$ cat src/rtl/cwdp_pkg.sv
package cwdp_pkg;
   localparam int OP_W = 5;

   localparam logic [OP_W-1:0] OP_PASS = 5'b00000;
   localparam logic [OP_W-1:0] OP_INC  = 5'b00001;
   localparam logic [OP_W-1:0] OP_ADD  = 5'b00010;
   localparam logic [OP_W-1:0] OP_SUB  = 5'b00101;
   localparam logic [OP_W-1:0] OP_DEC  = 5'b00110;
   localparam logic [OP_W-1:0] OP_AND  = 5'b01000;
   localparam logic [OP_W-1:0] OP_OR   = 5'b01010;
   localparam logic [OP_W-1:0] OP_XOR  = 5'b01100;
   localparam logic [OP_W-1:0] OP_NOT  = 5'b01110;
   localparam logic [OP_W-1:0] OP_SHR  = 5'b10000;
   localparam logic [OP_W-1:0] OP_SHL  = 5'b11000;
endpackage

$ cat src/rtl/cwdp_src_mux.sv
module cwdp_src_mux #(
   parameter int DATA_W    = 8,
   parameter int SEL_W     = 3,
   parameter bit ANDOR_MUX = 1'b0
) (
   input  logic [2**SEL_W-1:0][DATA_W-1:0] bus_in,
   input  logic [SEL_W-1:0]                sel,
   output logic [DATA_W-1:0]               bus_out
);
   localparam int N_IN = 2**SEL_W;

   generate
      if (ANDOR_MUX) begin : g_andor
         logic [N_IN-1:0][DATA_W-1:0] masked;
         for (genvar i = 0; i < N_IN; i++) begin : g_term
            assign masked[i] = (sel == SEL_W'(i)) ? bus_in[i] : '0;
         end
         always_comb begin
            bus_out = '0;
            for (int j = 0; j < N_IN; j++) bus_out = bus_out | masked[j];
         end
      end else begin : g_index
         assign bus_out = bus_in[sel];
      end
   endgenerate
endmodule

$ cat src/rtl/cwdp_alu.sv
module cwdp_alu
   import cwdp_pkg::*;
#(
   parameter int DATA_W = 8
) (
   input  logic [OP_W-1:0]   op,
   input  logic [DATA_W-1:0] a,
   input  logic [DATA_W-1:0] b,
   output logic [DATA_W-1:0] y
);
   always_comb begin
      unique case (op)
         OP_PASS: y = a;
         OP_INC:  y = a + DATA_W'(1);
         OP_ADD:  y = a + b;
         OP_SUB:  y = a - b;
         OP_DEC:  y = a - DATA_W'(1);
         OP_AND:  y = a & b;
         OP_OR:   y = a | b;
         OP_XOR:  y = a ^ b;
         OP_NOT:  y = ~a;
         OP_SHR:  y = a >> 1;
         OP_SHL:  y = a << 1;
         default: y = '0;
      endcase
   end
endmodule

$ cat src/rtl/cwdp_dest_dec.sv
module cwdp_dest_dec #(
   parameter int SEL_W = 3
) (
   input  logic                   clk,
   input  logic                   rst_n,
   input  logic [SEL_W-1:0]       dst,
   output logic [2**SEL_W-1:1]    load
);
   localparam int N_REG = 2**SEL_W - 1;

   generate
      for (genvar i = 1; i <= N_REG; i++) begin : g_ld
         assign load[i] = (dst == SEL_W'(i));
      end
   endgenerate

   // at most one register loads per cycle
   a_r4_onehot_load: assert property (@(posedge clk) disable iff (!rst_n)
      $onehot0(load));
   // destination code 0 loads nothing
   a_r4_null_dest: assert property (@(posedge clk) disable iff (!rst_n)
      (dst == '0) |-> (load == '0));
endmodule

$ cat src/rtl/cwdp_regs.sv
module cwdp_regs #(
   parameter int DATA_W = 8,
   parameter int N_REG  = 7
) (
   input  logic                         clk,
   input  logic                         rst_n,
   input  logic [N_REG:1]               load,
   input  logic [DATA_W-1:0]            wdata,
   output logic [N_REG:1][DATA_W-1:0]   regs_q
);
   generate
      for (genvar i = 1; i <= N_REG; i++) begin : g_reg
         always_ff @(posedge clk or negedge rst_n) begin
            if (!rst_n)       regs_q[i] <= '0;
            else if (load[i]) regs_q[i] <= wdata;
         end

         // a register without its load keeps its value
         a_r4_hold: assert property (@(posedge clk) disable iff (!rst_n)
            !load[i] |=> $stable(regs_q[i]));
         // a loaded register takes the write data of the cycle before the edge
         a_r9_capture: assert property (@(posedge clk) disable iff (!rst_n)
            load[i] |=> (regs_q[i] == $past(wdata)));
      end
   endgenerate
endmodule

$ cat src/rtl/cw_datapath.sv
module cw_datapath
   import cwdp_pkg::*;
#(
   parameter int DATA_W    = 8,
   parameter int SEL_W     = 3,
   parameter bit ANDOR_MUX = 1'b0,
   localparam int N_REG    = 2**SEL_W - 1,
   localparam int CW_W     = 3*SEL_W + OP_W
) (
   input  logic              clk,
   input  logic              rst_n,
   input  logic [CW_W-1:0]   ctrl_word,
   input  logic [DATA_W-1:0] ext_in,
   output logic [DATA_W-1:0] alu_out
);
   generate
      if (DATA_W < 2)  begin : g_bad_w   $error("DATA_W must be at least 2"); end
      if (SEL_W != 3)  begin : g_bad_sel $error("SEL_W must be 3 for a 14-bit word"); end
   endgenerate

   logic [SEL_W-1:0] sel_a, sel_b, sel_d;
   logic [OP_W-1:0]  op;
   assign {sel_a, sel_b, sel_d, op} = ctrl_word;

   logic [N_REG:1][DATA_W-1:0]   regs_q;
   logic [N_REG:0][DATA_W-1:0]   src_bus;
   logic [DATA_W-1:0]            bus_a, bus_b;
   logic [N_REG:1]               load;

   assign src_bus = {regs_q, ext_in};

   cwdp_src_mux #(.DATA_W(DATA_W), .SEL_W(SEL_W), .ANDOR_MUX(ANDOR_MUX)) u_mux_a (
      .bus_in(src_bus), .sel(sel_a), .bus_out(bus_a));
   cwdp_src_mux #(.DATA_W(DATA_W), .SEL_W(SEL_W), .ANDOR_MUX(ANDOR_MUX)) u_mux_b (
      .bus_in(src_bus), .sel(sel_b), .bus_out(bus_b));

   cwdp_alu #(.DATA_W(DATA_W)) u_alu (.op(op), .a(bus_a), .b(bus_b), .y(alu_out));

   cwdp_dest_dec #(.SEL_W(SEL_W)) u_dec (.clk(clk), .rst_n(rst_n), .dst(sel_d), .load(load));

   cwdp_regs #(.DATA_W(DATA_W), .N_REG(N_REG)) u_regs (
      .clk(clk), .rst_n(rst_n), .load(load), .wdata(alu_out), .regs_q(regs_q));

   // passing the external input to a destination stores that input
   a_r2_ext_store: assert property (@(posedge clk) disable iff (!rst_n)
      (sel_a == '0 && op == OP_PASS && sel_d != '0)
      |=> (src_bus[$past(sel_d)] == $past(ext_in)));
endmodule

$ cat config.mk
export PLATFORM = sky130hd
export DESIGN_NAME = cw_datapath
export DESIGN_NICKNAME = d
export VERILOG_FILES = /design/src/rtl/cwdp_pkg.sv /design/src/rtl/cwdp_src_mux.sv /design/src/rtl/cwdp_alu.sv /design/src/rtl/cwdp_dest_dec.sv /design/src/rtl/cwdp_regs.sv /design/src/rtl/cw_datapath.sv
export SDC_FILE = /design/constraint.sdc
export NUM_CORES = 1
export LEC_CHECK = 0
export BUFFER_PORTS_ARGS = -buffer_cell sky130_fd_sc_hd__clkbuf_2
export CAP_MARGIN = 20
export CELL_PAD_IN_SITES_DETAIL_PLACEMENT = 0
export CELL_PAD_IN_SITES_GLOBAL_PLACEMENT = 2
export CORE_AREA = 2 2 117 119
export CTS_BUF_LIST = sky130_fd_sc_hd__clkbuf_8
export DETAILED_ROUTE_END_ITERATION = 7
export DIE_AREA = 0 0 119 121
export GPL_TIMING_DRIVEN = 0
export MAX_ROUTING_LAYER = met4
export PLACE_DENSITY_LB_ADDON = 0.12
export SLEW_MARGIN = 20
export SYNTH_ARGS = -nofsm -noshare
export SYNTH_HDL_FRONTEND = slang
export SYNTH_SLANG_ARGS = --single-unit
$ cat constraint.sdc
create_clock -name clk -period 5.11 [get_ports clk]
set_input_delay 0.511 -clock clk [delete_from_list [all_inputs] [get_ports clk]]
set_output_delay 0.511 -clock clk [all_outputs]
set_load 0.03 [all_outputs]
==> reports/qor.csv <==
metric;value;unit
reg.largest.list;u_regs.regs_q: 56 flops;
num_vias;3667;
clkSinkCount;56;
dp.cells;662;
nets;541;
grt_first_pass_wirelength;21300;µm
antenna_cells;0;
synth_warnings;0;
pre_cts_slack;-0.413;ns
cp_data_required_time;4.60;ns
io_buffers;20;
drv_cap;0;
reg2reg_to;u_regs.regs_q[47];
ys_seq_elements;56;
ff2ff_setup_slack;1.01;ns
slew_violations;0;
grt_overflow_total;0;
die_y;121;µm
drt_pass1_iterations;4;
finalWirelength;13300;µm
netlist_area;4500;µm²
setup_viol;0;
synth.distinct_cells;61;
numCtsBuffers;5;
critPathCaptureType;output port;
cts_buffer_depth;2;
relSlewSlack;0.245;
clk_pin_slew_worst_paths;0.11;ns
powerDensity;287;nW/µm²
grt_max_degree;31;
syn-num-nets;514;
ys_seq_area_frac;0.312;
r2r_start;u_regs.regs_q[41];
grtUsageTotal;0.198;
crit_arrival;4.36;ns
syn_avg_cell_area;9.67;µm²
yosys_most_used_dff;dfrtp_1;
routedWlPerCell;19.9;µm
insertion_delay;0.32;ns
cts_hold_buffers;0;
critPathKind;in2out;
ir_worst_vdd;0.212;mV
hp-class;in2async;
grt_antenna_before_repair;0;
rsz0062_at_grt;true;
dr.first_iter.drc_count;280;
multi_input_area;2920;µm²
layout_common_cells;56 x dfrtp_1, 51 x nand2_1, 40 x nor2_1, 34 x o21ai_1, 26 x a21oi_1;
power;1.45;mW
final_common_cell;dfrtp_1;
coreArea;13100;µm²
fin_skew;0.0146;ns
place_congestion;0.821;
hpwl;10600;µm
die_w;119;µm
synthCells;465;
h-tree-depth;2;
vias_per_cell;5.48;
drive_gt1_frac;0.209;
area_growth;12.2;%
period_share;0.954;
fillerInstances;1324;
dieArea;14400;µm²
fmax;205;MHz
crit_end;alu_out[7];
crit_start;ctrl_word[9];
cts_tree;yes;
start_util;0.344;
ff2ff_path_depth;16;
hold_viol_final;0;
final-seq-area;1400;µm²
ioPinCount;32;
drc_errors;0;
crit_fanout;10;
fin_cells;669;
start_kind;input pin;
first_global_vias;3624;
rows;42;
async_flop_share;1.00;
clock-root-buffer;clkbuf_8;
largest-register;u_regs.regs_q;
largest_register_ffs;56;
min_period;4.87;ns
synth-edff-count;0;
ant_nets;0;
status;finished clean;
p_leak;2.21;nW
setup_slack;0.237;ns
worst_slew_pin_slew;1.12;ns
finalSetupTns;0;ns
[layout make-up]
type,instances,area share
Buffer,26,0.0280
Clock buffer,7,0.0191
Clock inverter,1,0.00595
Inverter,27,0.0201
Multi-Input combinational cell,354,0.580
Sequential cell,56,0.278
Tap cell,176,0.0437
Timing Repair Buffer,22,0.0258
[metal layers]
metal  routed length, µm  share of wire  vias to the layer above  global-route usage
met4                 264          0.020                        0              0.0521
li1                    -              -                     1778                   -
met1                6200           0.47                     1808               0.262
met3                 290          0.022                       16              0.0160
met2                6540           0.49                       65               0.330
met5                   0              0                        -                   -
[cells by family (layout without fill, tap and decap cells)]
group / count (synthesis) / in the layout / synth area share
AND/OR/NAND/NOR: 147 / 147 / 0.160
AO/OA/AOI/OAI: 125 / 125 / 0.184
flip-flops: 56 / 56 / 0.312
buffers and inverters: 55 / 83 / 0.0542
multiplexers: 51 / 51 / 0.207
adder cells (fa/ha/maj): 25 / 25 / 0.0712
XOR/XNOR: 6 / 6 / 0.0117
[how the worst min path moves through the flow]
| stage | startpoint | end | slack, ns | cells past startpoint |
|---|---|---|---|---|
| after CTS | rst_n | u_regs.regs_q[26] | 0.15 | 1 |
| final | rst_n | u_regs.regs_q[26] | 0.14 | 1 |
| after global placement | u_regs.regs_q[34] | u_regs.regs_q[34] | 0.49 | 2 |
| after detailed placement | u_regs.regs_q[33] | u_regs.regs_q[33] | 0.50 | 2 |
| after global routing | rst_n | u_regs.regs_q[26] | 0.17 | 1 |
| after floorplan | rst_n | u_regs.regs_q[0] | 0.22 | 0 |
[power by group]
group          internal (mW)  switching [mW]
sequential             0.515          0.0551
clock                  0.173           0.152
combinational          0.231           0.321
[through the flow]
step                hold WS [ns]  cell area, µm²  utilization
global route               0.169            5040        0.386
detailed placement         0.499            4860        0.372
CTS                        0.153            5000        0.382
finish                     0.141            5040        0.386
global placement           0.486            4820        0.368
floorplan                  0.215            4500            -
[cell usage after synthesis (all sizes together), types with 3 or more instances]
master / count / area [µm²]
buf: 13 / 86.3
mux2i: 20 / 241
and2: 3 / 18.8
or3: 4 / 25.0
nor3b: 5 / 37.5
nand3b: 3 / 22.5
a221oi: 8 / 95.1
ha: 24 / 300
nor3: 8 / 40.0
o21ai: 38 / 190
dfrtp: 56 / 1400
nor2b: 5 / 31.3
mux4: 29 / 668
inv: 27 / 101
a211oi: 5 / 42.5
nand2b: 9 / 56.3
nor2: 41 / 156
clkbuf: 15 / 56.3
nand3: 6 / 42.5
and3: 4 / 25.0
a22oi: 10 / 75.1
a21oi: 26 / 130
nand2: 51 / 191
or2: 4 / 25.0
xnor2: 4 / 35.0
o22ai: 7 / 43.8
o211ai: 10 / 75.1
[worst max-delay path: stages]
cell and delay [ns]:
buf_2 0.29, buf_6 0.23, mux4_2 0.33, nor2_1 0.13, a2bb2oi_1 0.36, nand2_1 0.12
xnor2_1 0.15, a221oi_1 0.26, ha_1 0.32, and3_1 0.19, a21oi_1 0.16, nand3_1 0.15
and3_1 0.22, or2_4 0.31, o211a_1 0.13, or3_1 0.31, clkbuf_2 0.19
[what timing repair did]
item	in CTS	in global routing
resized for setup	4	5
setup buffers	0	1
pin swaps	0	1
setup endpoints to repair	2	4
Power figures use the tool's default switching activity.
